`config.mk`:
```
export PLATFORM = sky130hd
export DESIGN_NAME = rx_addr_filter
export DESIGN_NICKNAME = d
export VERILOG_FILES = /design/src/rtl/raf_pkg.sv /design/src/rtl/raf_addr_match.sv /design/src/rtl/raf_hash_lookup.sv /design/src/rtl/rx_addr_filter.sv
export SDC_FILE = /design/constraint.sdc
export NUM_CORES = 1
export LEC_CHECK = 0
export ABC_AREA = 1
export BUFFER_PORTS_ARGS = -buffer_cell sky130_fd_sc_hd__buf_2
export CAP_MARGIN = 20
export CORE_ASPECT_RATIO = 0.6
export CORE_MARGIN = 2
export CORE_UTILIZATION = 35
export DETAILED_ROUTE_END_ITERATION = 6
export PLACE_DENSITY = 0.68
export SETUP_SLACK_MARGIN = 0.1
export SLEW_MARGIN = 15
export SYNTH_ARGS = -nofsm -noshare
export SYNTH_HDL_FRONTEND = slang
export SYNTH_SLANG_ARGS = --single-unit
```
`constraint.sdc`:
```
create_clock -name clk -period 6.9 [get_ports clk]
set_clock_uncertainty 0.05 [all_clocks]
set_input_delay 0.345 -clock clk [delete_from_list [all_inputs] [get_ports clk]]
set_output_delay 0.345 -clock clk [all_outputs]
set_load 0.05 [all_outputs]
```
`src/rtl/raf_pkg.sv`:
```
package raf_pkg;
   localparam int ADDR_BYTES = 6;
   localparam int HDR_BYTES  = 2 * ADDR_BYTES;
   localparam int HASH_SIZE  = 64;
   localparam int HASH_IDX_W = $clog2(HASH_SIZE);
   localparam logic [31:0] CRC_POLY_REV = 32'hEDB88320;

   typedef logic [8*ADDR_BYTES-1:0] mac_addr_t;

   // One byte through a reflected CRC-32 register, least significant bit first.
   function automatic logic [31:0] crc_step_byte(input logic [31:0] c, input logic [7:0] d);
      logic [31:0] r;
      r = c;
      for (int b = 0; b < 8; b++) begin
         r = (r >> 1) ^ ((r[0] ^ d[b]) ? CRC_POLY_REV : 32'h0);
      end
      return r;
   endfunction
endpackage

```
`src/rtl/raf_addr_match.sv`:
```
module raf_addr_match #(
   parameter int NBYTES = 6
) (
   input  logic [8*NBYTES-1:0] addr,
   input  logic [8*NBYTES-1:0] ref_addr,
   input  logic [NBYTES-1:0]   byte_mask,
   input  logic                enable,
   output logic                hit
);
   logic [NBYTES-1:0] byte_ok;

   for (genvar i = 0; i < NBYTES; i++) begin : g_byte
      assign byte_ok[i] = byte_mask[i] | (addr[8*i +: 8] == ref_addr[8*i +: 8]);
   end

   assign hit = enable & (&byte_ok);
endmodule

```
`src/rtl/raf_hash_lookup.sv`:
```
module raf_hash_lookup
   import raf_pkg::*;
(
   input  logic                 clk,
   input  logic                 rst_n,
   input  logic [7:0]           data,
   input  logic                 start,
   input  logic                 feed,
   input  logic [HASH_SIZE-1:0] table_bits,
   output logic                 hit
);
   logic [31:0]           crc_q;
   logic [HASH_IDX_W-1:0] idx;

   always_ff @(posedge clk or negedge rst_n) begin
      if (!rst_n) begin
         crc_q <= '1;
      end else if (start) begin
         crc_q <= crc_step_byte(32'hFFFF_FFFF, data);
      end else if (feed) begin
         crc_q <= crc_step_byte(crc_q, data);
      end
   end

   assign idx = crc_q[31 -: HASH_IDX_W];
   assign hit = table_bits[idx];
endmodule

```
`src/rtl/rx_addr_filter.sv`:
```
module rx_addr_filter
   import raf_pkg::*;
#(
   parameter int NUM_DA = 4,
   parameter int NUM_SA = 3
) (
   input  logic                     clk,
   input  logic                     rst_n,
   input  logic                     in_valid,
   input  logic                     in_sof,
   input  logic [7:0]               in_byte,
   input  logic [48*NUM_DA-1:0]     cfg_da_addr,
   input  logic [6*NUM_DA-1:0]      cfg_da_mask,
   input  logic [NUM_DA-1:0]        cfg_da_en,
   input  logic [48*NUM_SA-1:0]     cfg_sa_addr,
   input  logic [6*NUM_SA-1:0]      cfg_sa_mask,
   input  logic [NUM_SA-1:0]        cfg_sa_en,
   input  logic                     cfg_sa_filter,
   input  logic [63:0]              cfg_hash_tbl,
   input  logic                     cfg_hash_en,
   input  logic                     cfg_pass_mcast,
   input  logic                     cfg_promisc,
   output logic                     dec_valid,
   output logic                     dec_pass,
   output logic [NUM_DA-1:0]        st_da_hit,
   output logic [NUM_SA-1:0]        st_sa_hit,
   output logic                     st_hash_hit,
   output logic                     st_mcast
);
   localparam int CAP_BYTES = HDR_BYTES - 1;
   localparam int CNT_W     = $clog2(HDR_BYTES + 1);
   localparam logic [CNT_W-1:0] CNT_IDLE = CNT_W'(HDR_BYTES);
   localparam logic [CNT_W-1:0] CNT_LAST = CNT_W'(HDR_BYTES - 1);
   localparam logic [CNT_W-1:0] CNT_CAP  = CNT_W'(CAP_BYTES);
   localparam logic [CNT_W-1:0] CNT_DA   = CNT_W'(ADDR_BYTES);
   localparam int ABITS = 8 * ADDR_BYTES;

   initial begin
      assert (NUM_DA >= 1 && NUM_DA <= 4) else $error("NUM_DA out of range");
      assert (NUM_SA >= 1 && NUM_SA <= 3) else $error("NUM_SA out of range");
      assert (HASH_SIZE == 64) else $error("hash table must have 64 entries");
   end

   logic [CNT_W-1:0]       cnt_q;
   logic [8*CAP_BYTES-1:0] hdr_q;
   logic                   sof_take, body_take, last_take;
   mac_addr_t              da_now, sa_now;
   logic [NUM_DA-1:0]      da_hits;
   logic [NUM_SA-1:0]      sa_hits;
   logic                   hash_hit, mcast_now, da_ok, sa_ok, pass_now;

   assign sof_take  = in_valid & in_sof;
   assign body_take = in_valid & ~in_sof & (cnt_q < CNT_IDLE);
   assign last_take = body_take & (cnt_q == CNT_LAST);

   // Header capture: bytes 0..10 stored, byte 11 used straight from the input.
   always_ff @(posedge clk or negedge rst_n) begin
      if (!rst_n) begin
         cnt_q <= CNT_IDLE;
         hdr_q <= '0;
      end else if (sof_take) begin
         hdr_q[7:0] <= in_byte;
         cnt_q      <= CNT_W'(1);
      end else if (body_take) begin
         if (cnt_q < CNT_CAP) hdr_q[8*cnt_q +: 8] <= in_byte;
         cnt_q <= cnt_q + 1'b1;
      end
   end

   assign da_now    = hdr_q[ABITS-1:0];
   assign sa_now    = {in_byte, hdr_q[8*CAP_BYTES-1:ABITS]};
   assign mcast_now = hdr_q[0];

   for (genvar k = 0; k < NUM_DA; k++) begin : g_da
      raf_addr_match #(.NBYTES(ADDR_BYTES)) u_match (
         .addr      (da_now),
         .ref_addr  (cfg_da_addr[ABITS*k +: ABITS]),
         .byte_mask (cfg_da_mask[ADDR_BYTES*k +: ADDR_BYTES]),
         .enable    (cfg_da_en[k]),
         .hit       (da_hits[k])
      );
   end

   for (genvar j = 0; j < NUM_SA; j++) begin : g_sa
      raf_addr_match #(.NBYTES(ADDR_BYTES)) u_match (
         .addr      (sa_now),
         .ref_addr  (cfg_sa_addr[ABITS*j +: ABITS]),
         .byte_mask (cfg_sa_mask[ADDR_BYTES*j +: ADDR_BYTES]),
         .enable    (cfg_sa_en[j]),
         .hit       (sa_hits[j])
      );
   end

   raf_hash_lookup u_hash (
      .clk        (clk),
      .rst_n      (rst_n),
      .data       (in_byte),
      .start      (sof_take),
      .feed       (body_take & (cnt_q < CNT_DA)),
      .table_bits (cfg_hash_tbl),
      .hit        (hash_hit)
   );

   assign da_ok    = (|da_hits) | (cfg_hash_en & hash_hit) | (cfg_pass_mcast & mcast_now);
   assign sa_ok    = ~cfg_sa_filter | (|sa_hits);
   assign pass_now = cfg_promisc | (da_ok & sa_ok);

   always_ff @(posedge clk or negedge rst_n) begin
      if (!rst_n) begin
         dec_valid   <= 1'b0;
         dec_pass    <= 1'b0;
         st_da_hit   <= '0;
         st_sa_hit   <= '0;
         st_hash_hit <= 1'b0;
         st_mcast    <= 1'b0;
      end else if (sof_take) begin
         dec_valid   <= 1'b0;
         dec_pass    <= 1'b0;
         st_da_hit   <= '0;
         st_sa_hit   <= '0;
         st_hash_hit <= 1'b0;
         st_mcast    <= 1'b0;
      end else if (last_take) begin
         dec_valid   <= 1'b1;
         dec_pass    <= pass_now;
         st_da_hit   <= da_hits;
         st_sa_hit   <= sa_hits;
         st_hash_hit <= hash_hit;
         st_mcast    <= mcast_now;
      end
   end
endmodule

```
Word level (Yosys, flattened, before mapping):

Index checks and enable logic that the tools add are counted.

* add/subtract/negate cells: 2
* multipliers: 0
* div/mod/pow operators: 0
* $lt $le $gt $ge: 4
* equal/unequal tests: 43
* shifts and indexed selects: 2
* multiplexer cells: 38
* bitwise gates (word level): 95
* reduce and logical (&&, ||, !) cells: 15

Operators with widths (number)
* $mux W32: 18
* $xor A31 B32 Y32: 15
* $eq A8 B8 Y1: 42
* $bwmux W88: 1
* $shift A8 B34 Y88 const A: 1
* $shiftx A8 B34 Y88: 1
* $or A1 B1 Y1: 46
* $reduce_and A6 Y1: 7
* $neg A7 Y34: 1
* $not A31 Y31: 1
* $mux W8: 3
* $mux W4: 4
* $and A1 B1 Y1: 15
* $xor A1 B1 Y1: 15
* $mux W1: 9
* $lt A4 B4 Y1 const B: 2
* $reduce_bool A2 Y1: 4
* $lt A6 B7 Y1 const B: 1
* $bmux W1 S6: 1
* $mux W3: 2
* $add A4 B1 Y4 const B: 1
* $eq A4 B4 Y1 const B: 1
* $lt A4 B3 Y1 const B: 1
* $reduce_or A4 Y1: 1
* other kinds (4): 6

* flip-flop bits (word level): 135
* bits in latches: 0
* bits in writable memories: 0
* bits in read-only memories: 0
* bits of input ports: 465
* output and inout bits: 11
* logic and storage cells: 209
* memories: 0

Longest topological paths before layout:

Gate-level depths: netlist (run 1).

* depth after elaboration: 26
* gate-level depth with buffers: 19

Cells and area by module:

From an unflattened synthesis (run 1), not the netlist that was laid out.

* cells, all modules: 2020
* area total of the unflattened synthesis: 13066.3 um2

Modules (own cells, without submodules)
* raf_addr_match: times used 7, cells an instance 134, area an instance 718.2 um2, sequential area each 0.0 um2
* rx_addr_filter: times used 1, cells an instance 514, area an instance 4484.3 um2, sequential area each 2580.0 um2
* raf_hash_lookup: times used 1, cells an instance 568, area an instance 3554.7 um2, sequential area each 840.8 um2

Worst setup path after synthesis (run 1):

No wires, ideal clock.

* path kind: flip-flop to flip-flop
* start: register cnt_q[0]
* end: register hdr_q[84]
* setup time: 135 ps
* data arrival time: 2077 ps
* path slack: 4639 ps
* cell stages (with the launch flop): 13
* buffers on the path: 3
* cell sequence: dfrtp_1 buf_2 inv_1 ha_1 clkbuf_1 clkinv_1 nor2_4 nand2_1 inv_2 nand2_2 buf_2 nand2_1 o31ai_1

* cells in the longest elaborated chain, start to end: 3

RTL lines
* start, declared: line rx_addr_filter.sv:44 `logic [CNT_W-1:0] cnt_q;`
* start signal, assigned: line rx_addr_filter.sv:66 `cnt_q <= cnt_q + 1'b1;`
* $neg A7 Y34 or $lt A4 B4 Y1 (tied branches): line rx_addr_filter.sv:65, rx_addr_filter.sv:53
* $shiftx A8 B34 Y88 (tied with other cells): line rx_addr_filter.sv:65 `if (cnt_q < CNT_CAP) hdr_q[8*cnt_q +: 8] <= in_byte;`
* $bwmux W88 or $reduce_and A3 Y1 (tied branches)
* end signal, assigned by index: line rx_addr_filter.sv:65
* end, declared: line rx_addr_filter.sv:45 `logic [8*CAP_BYTES-1:0] hdr_q;`

Parallel ways exist; a longest one is shown, timed or not.
A chain may end at the register's enable or synchronous reset.

Final worst setup path (run 1):

* start: register u_hash.crc_q[26]
* end: register dec_pass

* cells in the longest elaborated chain, start to end: 9

RTL lines
* start, declared: line raf_hash_lookup.sv:12 `logic [31:0] crc_q;`
* start signal, assigned: line raf_hash_lookup.sv:19 `crc_q <= crc_step_byte(32'hFFFF_FFFF, data);`
* start signal, assigned: line raf_hash_lookup.sv:21 `crc_q <= crc_step_byte(crc_q, data);`
* $bmux W1 S6: line raf_hash_lookup.sv:26 `assign hit = table_bits[idx];`
* $mux W1 (implied by the code): line raf_hash_lookup.sv:26
* $and A1 B1 Y1: line rx_addr_filter.sv:104 `assign da_ok = (|da_hits) | (cfg_hash_en & hash_hit) | (cfg_pass_mcast & mcast_now);`
* $or A1 B1 Y1 (2 in a row): line rx_addr_filter.sv:104
* $and A1 B1 Y1: line rx_addr_filter.sv:106 `assign pass_now = cfg_promisc | (da_ok & sa_ok);`
* $or A1 B1 Y1: line rx_addr_filter.sv:106
* $mux W1: line rx_addr_filter.sv:123 `end else if (last_take) begin`
* $mux W1: line rx_addr_filter.sv:116 `end else if (sof_take) begin`
* end signal, assigned: line rx_addr_filter.sv:125 `dec_pass <= pass_now;`
* end, declared: line rx_addr_filter.sv:24 `output logic dec_pass,`

Every way passes these cells. The select of a mux whose other input is x is not followed.

==> summary.md, run 1 <==
| Metric | Value |
|---|---|
| CP top delay family | simple AND/OR/NAND/NOR gates |
| Hold Path End | dec_pass$_DFFE_PN0P_ |
| Most Frequent Cell on Critical Path | nand2_1 |
| Clock sinks | 135 |
| RSZ-0062 raised after global routing | no |
| Finished Core Util | 44.4% |
| Fmax | 311 MHz |
| WHS | 0.149 ns |
| WS Path Type | reg -> reg |
| Met3 Track Usage GR | 4.97% |
| Slew Viols, Final | 0 |
| DR iter-0 viols | 1,210 |
| Post-layout nets | 2,757 |
| Post-Synthesis Net Count | 2,342 |
| Place WS | 3.77 ns |
| GR peak layer | met2 |
| Kind of end point of the critical path | register |
| Vias per cell | 4.89 |
| Yosys top cell by area | dfrtp_1 |
| I/O Buffers | 475 |
| Final-report hold violation count | 0 |
| Crit path max fanout | 34 |
| Setup violators final | 0 |
| Reg2reg end | dec_pass$_DFFE_PN0P_ |
| Vias | 13,600 |
| Crit-path slowest cell | dfstp_2 |
| Main synth FF type | dfrtp_1 |
| Wire length per cell | 18.0 µm |
| CTS root buffer | clkbuf_16 |
| Longest Clk Path Bufs | 2 |
| Reg2reg setup slack | 3.68 ns |
| Post-Syn Instances | 1,874 |
| HPWL Detailed | 41.0 mm |
| CTS clk-pin slew, worst paths | 0.06 ns |
| Overall routing resource usage | 25.7% |
| Max H-tree Level | 4 |
| Vias in the first global route | 13,000 |
| Die area | 37,900 µm² |
| Initial antenna violation count | 6 |
| CP Cell Sequence | clkinv_1 -> nand2_1 -> nand3_1 -> nand3_1 -> nand2_1 -> nand2_1 -> nand3_1 -> nand3_1 -> nand2_1 -> nand2_1 -> nand3_1 -> nand2_1 -> nand2_1 -> nand2_1 -> nand2_1 |
| Overall Power | 5.24 mW |
| Placed Cells | 2,745 |
| Starting Density | 35.3% |
| Die Y | 152 µm |
| CP Launch Point | u_hash.crc_q[26]$_DFFE_PN1P_ |
| Worst VDD drop | 0.000204 V |
| Remaining antenna violation count after routing | 0 |
| Synth cell count leaders | 581 x nand2_1, 248 x xnor2_1, 172 x inv_1 |
| Syn Std Cell Area | 12,700 µm² |
| Layout Cells excl Fill | 2,781 |
| Avg Inst Size Synth | 6.79 µm² |
| Max incr delay on CP | 0.89 ns |
| Share of the synthesized area in the top cell type | 19.9% |
| Seq/Total Area, Yosys | 26.9% |
| Die width | 250 µm |
| Post-CTS Setup Bufs | 0 |
| Routed wire length | 50.0 mm |
| Status | complete, no violations |
| Hold_sp | cfg_promisc |
| CTS Buf Count | 17 |
| Area contributors post-synth | dfrtp_1 20%, nand2_1 17%, xnor2_1 17% |
| Clock tree from TritonCTS | done |
| Io pins | 476 |
| Clk Latency, worst-skew pair | 0.43 ns |
| Setup_tns | 0 ns |
| Slew headroom | 28.6% |
| Unique masters post-synth | 50 |
| Worst hold path type | in -> reg |
| Hold path depth | 5 |
| Rows | 54 |
| Crit start category | register |
| Floorplan core area | 36,100 µm² |
| CP bufs+invs | 1 |
| Worst Max-Slew Pin Slew | 1.07 ns |
| Worst EP arrival | 3.48 ns |
| Drt pass-1 iters | 7 |
| Met2 Usage GRT | 40.4% |
| Worst r2r src | u_hash.crc_q[26]$_DFFE_PN1P_ |
| Post-DP Area | 15,400 µm² |
| Largest net degree at the start of global routing | 75 |
| LEAKAGE | 7.83 nW |
| P&R area growth vs syn | 25.9% |
| Grt ovf | 0 |
| RD Place Congestion | 0.969 |
| Fin crit share | 46.6% |
| Design Area, Final | 16,000 µm² |
| R2R cell count | 15 |
| Final WS setup | 3.68 ns |
| Period minus WS final | 3.22 ns |
| Ys async rst share | 100% |
| Synthesis Warnings | 0 |
| Max capacitance violation total | 0 |
| EDFF count, synth | 0 |
| First-pass GRT wire length | 74.0 mm |
| Share of cells above drive strength 1 | 26.8% |
| DRC Markers | 0 |
| Met1 Use GR | 35.4% |
| Cell Pwr Density | 327 nW/µm² |
| Yosys reg bits | 135 |
| Top-count cell post-synth | nand2_1 |
| Worst Path Required | 7.17 ns |
-- layout make-up --
| class | count | area [µm²] |
|---|---|---|
| Tap cell | 476 | 596 |
| Antenna cell | 3 | 7.51 |
| Clock inverter | 12 | 174 |
| Timing Repair Buffer | 481 | 2450 |
| Sequential cell | 135 | 3420 |
| Multi-Input combinational cell | 1466 | 8210 |
| Fill cell | 3771 | 20100 |
| Clock buffer | 20 | 447 |
| Inverter | 188 | 708 |
-- cells by family after synthesis --
family,after synthesis,share of synthesized area [%]
AO/OA/AOI/OAI,202,9.11
XOR/XNOR,357,25.8
adder cells (fa/ha/maj),3,0.295
buffers and inverters,273,8.55
flip-flops,135,26.9
AND/OR/NAND/NOR,904,29.4
-- state kept, by name (all words and copies together) (netlist names) --
register and cells:
u_hash.crc_q 32, cnt_q 4, hdr_q 88, st_hash_hit 1, st_mcast 1, dec_valid 1, st_da_hit 4, st_sa_hit 3
dec_pass 1
-- layout by cell type, fill, tap and decap left out, drive strengths merged --
cell / n
nand2: 591
buf: 480
xnor2: 253
inv: 185
nor2: 144
o21ai: 118
xor2: 104
dfrtp: 101
nand3: 94
dfstp: 34
a21oi: 31
or2: 28
nor3: 28
clkbuf: 20
nand4: 16
a31oi: 13
clkinv: 10
o31ai: 9
o221ai: 8
o211ai: 8
o22ai: 7
bufinv: 4
diode: 3
a22o: 3
ha: 3
a32o: 2
a21boi: 2
nor4: 1
o41ai: 1
and3: 1
nand3b: 1
clkinvlp: 1
dlygate4sd3: 1
-- how the worst max path moves through the flow --
stage | depth (start not counted) | slack, ns | end
global placement | 15 | 3.89 | dec_pass$_DFFE_PN0P_
detailed placement | 15 | 3.77 | dec_pass$_DFFE_PN0P_
global route | 15 | 3.37 | dec_pass$_DFFE_PN0P_
finish | 15 | 3.68 | dec_pass$_DFFE_PN0P_
floorplan | 12 | 4.64 | hdr_q[84]$_DFFE_PN0P_
CTS | 15 | 3.75 | dec_pass$_DFFE_PN0P_
-- power by group --
part / switching [mW] / internal (mW)
Combinational: 1.58 / 1.15
Clock: 0.359 / 0.614
Sequential: 0.440 / 1.09
Total: 2.38 / 2.85
-- worst register-to-register path, stage by stage, from the launching register on --
cell and delay, ns:
dfstp_2 0.89, clkinv_1 0.89, nand2_1 0.28, nand3_1 0.10, nand3_1 0.11, nand2_1 0.08, nand2_1 0.06, nand3_1 0.07
nand3_1 0.08, nand2_1 0.13, nand2_1 0.09, nand3_1 0.07, nand2_1 0.07, nand2_1 0.04, nand2_1 0.05, nand2_1 0.05
-- routing by layer --
metal	share of wire [%]	wire length, µm
met5	0.082	41
met3	7.5	3760
met4	3.0	1500
met2	44	21900
met1	46	22800
-- timing repair --
item                      in CTS  in global routing
hold endpoints to repair      39                  0
hold buffers                   1                  0
gates resized for setup        0                  0
Note: power is estimated with default switching activity, not from simulation.
==> run 2: changes to the inputs <==
==> constraint.sdc (replaced) <==
create_clock -name clk -period 2.96 [get_ports clk]
set_clock_uncertainty 0.05 [all_clocks]
set_input_delay 0.148 -clock clk [delete_from_list [all_inputs] [get_ports clk]]
set_output_delay 0.148 -clock clk [all_outputs]
set_load 0.05 [all_outputs]
==> run 2 against run 1 <==
Die area unchanged. Final area increased by 0.46%. Sequential share of layout area decreased by 0.098 points. Flip-flop and latch count unchanged. Critical path depth decreased by 3. Worst hold slack got worse by 0.094 ns. Critical endpoint is now hdr_q[32]$_DFFE_PN0P_. Largest cell class unchanged. Highest routed layer unchanged.
==> summary.md, run 2 (same netlist as run 1, synthesis figures left out) <==
| Metric | Value |
|---|---|
| Power Internal | 6.47 mW |
| Regs by FF count | hdr_q (88), u_hash.crc_q (32) |
| Post-DP Area | 15,500 µm² |
| Worst VDD drop | 0.000344 V |
| Worst r2r src | cnt_q[0]$_DFFE_PN0N_ |
| Met1 Use GR | 35.6% |
| Grt ovf | 0 |
| R2R cell count | 12 |
| # fillers | 3,705 |
| First-pass GRT wire length | 74.2 mm |
| Finished Core Util | 44.6% |
| Register area | 3420 µm² |
| Setup violators final | 0 |
| Critical Path Sink | hdr_q[32]$_DFFE_PN0P_ |
| Clock tree from TritonCTS | done |
| Post-CTS Setup Bufs | 0 |
| Starting Density | 35.3% |
| Reg2reg end | hdr_q[32]$_DFFE_PN0P_ |
| Worst Path Required | 3.20 ns |
| RD Place Congestion | 0.960 |
| CTS root buffer | clkbuf_16 |
| Drt pass-1 iters | 7 |
| CP Launch Point | cnt_q[0]$_DFFE_PN0N_ |
| Die Y | 152 µm |
| Design Area, Final | 16,100 µm² |
| Cell Pwr Density | 752 nW/µm² |
| Wire length per cell | 18.0 µm |
| Status | complete, no violations |
| Max capacitance violation total | 0 |
| Kind of end point of the critical path | register |
| Largest net degree at the start of global routing | 70 |
| Max H-tree Level | 4 |
| P&R area growth vs syn | 26.5% |
| DR iter-0 viols | 1,117 |
| CTS Buf Count | 17 |
| Met3 Track Usage GR | 6.24% |
| Area of the multi-input gates | 8210 µm² |
| LEAKAGE | 7.89 nW |
| Clock sinks | 135 |
| Seq pwr share | 29.0% |
| HPWL Detailed | 41.9 mm |
| WS Path Type | reg -> reg |
| GR peak layer | met2 |
| Switching Fraction | 46.5% |
| Fin crit share | 87.7% |
| Floorplan core area | 36,100 µm² |
| Largest Register | hdr_q |
| Worst hold path type | in -> reg |
| Most common cell after layout, fill and taps aside | nand2_1 |
| Worst Max-Slew Pin Slew | 0.872 ns |
| Slew Viols, Final | 0 |
| Longest Clk Path Bufs | 2 |
| Clk Latency, worst-skew pair | 0.43 ns |
| Setup_tns | 0 ns |
| Vias per cell | 4.90 |
| Vias in the first global route | 13,000 |
| Routed wire length | 50.4 mm |
| DRC Markers | 0 |
| Fmax | 385 MHz |
| Max reg flops | 88 |
| Slew headroom | 41.9% |
| Worst EP arrival | 2.84 ns |
| I/O Buffers | 475 |
| Share of cells above drive strength 1 | 27.2% |
| Overall Power | 12.1 mW |
| Reg2reg setup slack | 0.36 ns |
| NetSw | 5.62 mW |
| Io pins | 476 |
| CTS clk-pin slew, worst paths | 0.06 ns |
| Commonest cells after routing, fill and taps aside | 580 x nand2_1, 474 x buf_2, 248 x xnor2_1 |
| Overall routing resource usage | 25.8% |
| Rows | 54 |
| RSZ-0062 raised after global routing | no |
| Final-report hold violation count | 0 |
| Met2 Usage GRT | 39.5% |
| Period minus WS final | 2.60 ns |
| Die area | 37,900 µm² |
| Die width | 250 µm |
| Crit start category | register |
| Crit path max fanout | 16 |
| Post-layout nets | 2,778 |
| Vias | 13,700 |
| Initial antenna violation count | 4 |
| Remaining antenna violation count after routing | 0 |
| Clock power share | 16.4% |
| Gate power share | 54.6% |
run 2: cell type report:
class / instances / share of cell area [%]
antenna: 2 / 0.0311
clock buffer: 28 / 3.21
clock inverter: 4 / 0.140
inverter: 188 / 4.40
multi-input combinational: 1466 / 51.1
sequential: 135 / 21.3
tap: 476 / 3.70
timing repair buffer: 502 / 16.2
run 2: layer usage:
metal | up-vias | share of wire, %
li1 | 6695 | -
met1 | 6297 | 45
met2 | 638 | 43
met3 | 76 | 8.5
met4 | 6 | 2.9
met5 | - | 0.087
run 2: power by group through the flow:
| stage | combinational (mW) | sequential (mW) | clock, mW |
|---|---|---|---|
| after CTS | 6.53 | 3.50 | 2.00 |
| after global placement | 6.34 | 3.50 | 0 |
| after floorplan | 5.13 | 2.91 | 0 |
| after global routing | 7.30 | 3.58 | 2.09 |
| after detailed placement | 6.49 | 3.52 | 0 |
| final | 6.61 | 3.50 | 1.98 |
run 2: critical path, stage by stage (launching register included):
cell,delay [ns]
dfrtp_1,0.53
inv_1,0.14
ha_1,0.23
nand2_1,0.12
nor2_1,0.07
nor3_2,0.24
inv_2,0.07
nor2_1,0.12
inv_2,0.07
nor2_2,0.19
nand2_1,0.38
nand2_1,0.16
o21ai_1,0.08
run 2: metrics by stage:
| stage | setup WS [ns] | cells | hold slack (ns) |
|---|---|---|---|
| 6_report | 0.363 | 2801 | 0.0556 |
| 5_1_grt | 0.102 | 2800 | 0.0725 |
| 4_1_cts | 0.424 | 2799 | 0.0492 |
| 3_5_place_dp | 0.416 | 2764 | 0.143 |
| 3_3_place_gp | 0.537 | 2764 | 0.142 |
| 2_1_floorplan | 0.699 | 1874 | -0.198 |
run 2: timing repair:
action                                  CTS  global route
hold buffers                              3             0
endpoints found under the hold margin    34             0
endpoints found under the setup margin    0             1
gates resized for setup                   0             1
run 2: worst min-delay path by stage:
stage | from | to | slack, ns | cells past startpoint
after floorplan | rst_n | cnt_q[0]$_DFFE_PN0N_ | -0.20 | 0
after global placement | rst_n | hdr_q[73]$_DFFE_PN0P_ | 0.14 | 1
after detailed placement | rst_n | hdr_q[73]$_DFFE_PN0P_ | 0.14 | 1
after CTS | cfg_da_en[2] | st_da_hit[2]$_DFFE_PN0P_ | 0.05 | 5
after global routing | cfg_da_en[2] | st_da_hit[2]$_DFFE_PN0P_ | 0.07 | 5
final | cfg_da_en[2] | st_da_hit[2]$_DFFE_PN0P_ | 0.06 | 5
==> run 3: changes to the inputs <==
--- a/config.mk
+++ b/config.mk
@@ -13,6 +13,7 @@
 export CORE_UTILIZATION = 35
 export DETAILED_ROUTE_END_ITERATION = 6
 export PLACE_DENSITY = 0.68
+export RECOVER_POWER = 100
 export SETUP_SLACK_MARGIN = 0.1
 export SLEW_MARGIN = 15
 export SYNTH_ARGS = -nofsm -noshare
==> run 3 against run 2 <==
The flow now finishes with violations (capacitance limit, slew limit). Worst hold slack better by 0.0021 ns. Critical path depth down 6. Setup slack worse by 0.14 ns. Non-clock buffer count unchanged. Fmax down 5.2%. Clock-buffer cell count unchanged. Global-route usage unchanged. Die area unchanged. Combinational power down 2%. Total power down 0.93%. Highest routed layer unchanged.
==> summary.md, run 3 (same netlist as run 1, synthesis figures left out) <==
| Metric | Value |
|---|---|
| Die Y | 152 µm |
| Met1 Use GR | 35.6% |
| Commonest cells after routing, fill and taps aside | 583 x nand2_1, 463 x buf_2, 249 x xnor2_1 |
| Seq pwr share | 29.2% |
| Largest net degree at the start of global routing | 70 |
| Setup_tns | 0 ns |
| Crit-path slowest cell | xor2_1 |
| Clock power share | 16.6% |
| Slew Viols, Final | 67 |
| # fillers | 3,725 |
| Status | finished, violations left |
| Die area | 37,900 µm² |
| Worst Max-Slew Pin Slew | 1.82 ns |
| Routed wire length | 50.3 mm |
| Rows | 54 |
| Clock sinks | 135 |
| Share of cells above drive strength 1 | 26.0% |
| Wire length per cell | 18.0 µm |
| Floorplan core area | 36,100 µm² |
| Post-layout nets | 2,778 |
| Max H-tree Level | 4 |
| CTS Buf Count | 17 |
| CP Cell Sequence | xor2_1 -> xor2_1 -> xor2_1 -> a21oi_1 -> o21ai_0 -> o211ai_1 |
| WS Path Type | reg -> reg |
| P&R area growth vs syn | 25.9% |
| Remaining antenna violation count after routing | 0 |
| Max capacitance violation total | 1 |
| Reg2reg setup slack | 0.22 ns |
| HPWL Detailed | 41.9 mm |
| Met3 Track Usage GR | 6.24% |
| Gate power share | 54.3% |
| Io pins | 476 |
| Vias per cell | 4.89 |
| Setup violators final | 0 |
| LEAKAGE | 7.84 nW |
| First-pass GRT wire length | 74.2 mm |
| Drt pass-1 iters | 7 |
| Period minus WS final | 2.74 ns |
| Worst EP arrival | 3.02 ns |
| Max incr delay on CP | 1.07 ns |
| Initial antenna violation count | 4 |
| Failing checks | capacitance limit, slew limit |
| Clock tree from TritonCTS | done |
| CP bufs+invs | 0 |
| Clk Latency, worst-skew pair | 0.43 ns |
| Cell Pwr Density | 748 nW/µm² |
| Vias | 13,700 |
| Worst hold path type | in -> reg |
| Power Internal | 6.41 mW |
| DR iter-0 viols | 1,064 |
| Overall routing resource usage | 25.8% |
| Met2 Usage GRT | 39.5% |
| CTS root buffer | clkbuf_16 |
| Fmax | 365 MHz |
| Hold path depth | 5 |
| Final WS setup | 0.221 ns |
| Starting Density | 35.3% |
| CP top delay family | XOR/XNOR gates |
| Crit path max fanout | 10 |
| Post-CTS Setup Bufs | 0 |
| Most Frequent Cell on Critical Path | xor2_1 |
| Most common cell after layout, fill and taps aside | nand2_1 |
| Fin crit share | 92.5% |
| Regs by FF count | hdr_q (88), u_hash.crc_q (32) |
| GR peak layer | met2 |
| Largest Register | hdr_q |
| Vias in the first global route | 13,000 |
| Die width | 250 µm |
| CTS clk-pin slew, worst paths | 0.06 ns |
| NetSw | 5.57 mW |
| Final-report hold violation count | 0 |
| Kind of end point of the critical path | register |
| Worst VDD drop | 0.000343 V |
| Worst Path Required | 3.24 ns |
| Grt ovf | 0 |
| Critical path depth | 6 |
| I/O Buffers | 475 |
| Place WS | 0.416 ns |
| Max reg flops | 88 |
| Slew headroom | -21.4% |
| DRC Markers | 0 |
| Finished Core Util | 44.4% |
| R2R cell count | 6 |
| RD Place Congestion | 0.960 |
| RSZ-0062 raised after global routing | no |
| Switching Fraction | 46.5% |
| Longest Clk Path Bufs | 2 |
| Crit start category | register |
==> run 3: through the flow <==
stage / power (mW) / std cells / hold WS, ns / cell area, µm²
after detailed placement: 10.0 / 2764 / 0.143 / 15500
final: 12.0 / 2801 / 0.0576 / 16000
after CTS: 12.0 / 2799 / 0.0492 / 16100
after global placement: 9.83 / 2764 / 0.142 / 15500
after floorplan: 8.04 / 1874 / -0.198 / 12700
after global routing: 12.9 / 2800 / 0.0725 / 16000
==> run 3: final cells by class <==
class                      count  area [µm²]  share of cell area, %
antenna                        2        5.00                 0.0313
clock buffer                  28         517                   3.23
clock inverter                 4        22.5                  0.141
inverter                     188         708                   4.42
multi-input combinational   1466        8170                   51.0
sequential                   135        3420                   21.4
tap                          476         596                   3.72
timing repair buffer         502        2580                   16.1
==> run 3: power by group through the flow <==
stage          Sequential, mW  Clock [mW]  Combinational [mW]
2_1_floorplan            2.91           0                5.13
3_3_place_gp             3.50           0                6.34
3_5_place_dp             3.52           0                6.49
4_1_cts                  3.50        2.00                6.53
5_1_grt                  3.58        2.09                7.20
6_report                 3.49        1.99                6.50
==> run 3: path summary, 6_finish.rpt <==
path / startpoint / to
max reg2reg: u_hash.crc_q[1]$_DFFE_PN1P_ / u_hash.crc_q[18]$_DFFE_PN1P_
min reg2reg: dec_valid$_DFFE_PN0P_ / dec_valid$_DFFE_PN0P_
min in group asynchronous: rst_n / hdr_q[73]$_DFFE_PN0P_
max in group asynchronous: rst_n / hdr_q[45]$_DFFE_PN0P_
max: u_hash.crc_q[1]$_DFFE_PN1P_ / u_hash.crc_q[18]$_DFFE_PN1P_
min: cfg_da_en[2] / st_da_hit[2]$_DFFE_PN0P_
==> run 3: repair_timing <==
action	4_1_cts	5_1_grt
endpoints found under the hold margin	34	0
hold buffers	3	0
gates resized for setup	0	1
endpoints found under the setup margin	0	1
==> run 3: worst min-delay path, delay by kind of cell <==
kind            cells  cell delay (ns)
compound gates      1             0.08
buf+inv             1             0.10
simple gates        3             0.16
==> run 3: routing by layer <==
metal / up-vias / part of all wire, %
met5: - / 0.087
met4: 6 / 3.0
met3: 80 / 8.7
met2: 632 / 43
met1: 6275 / 45
li1: 6692 / -
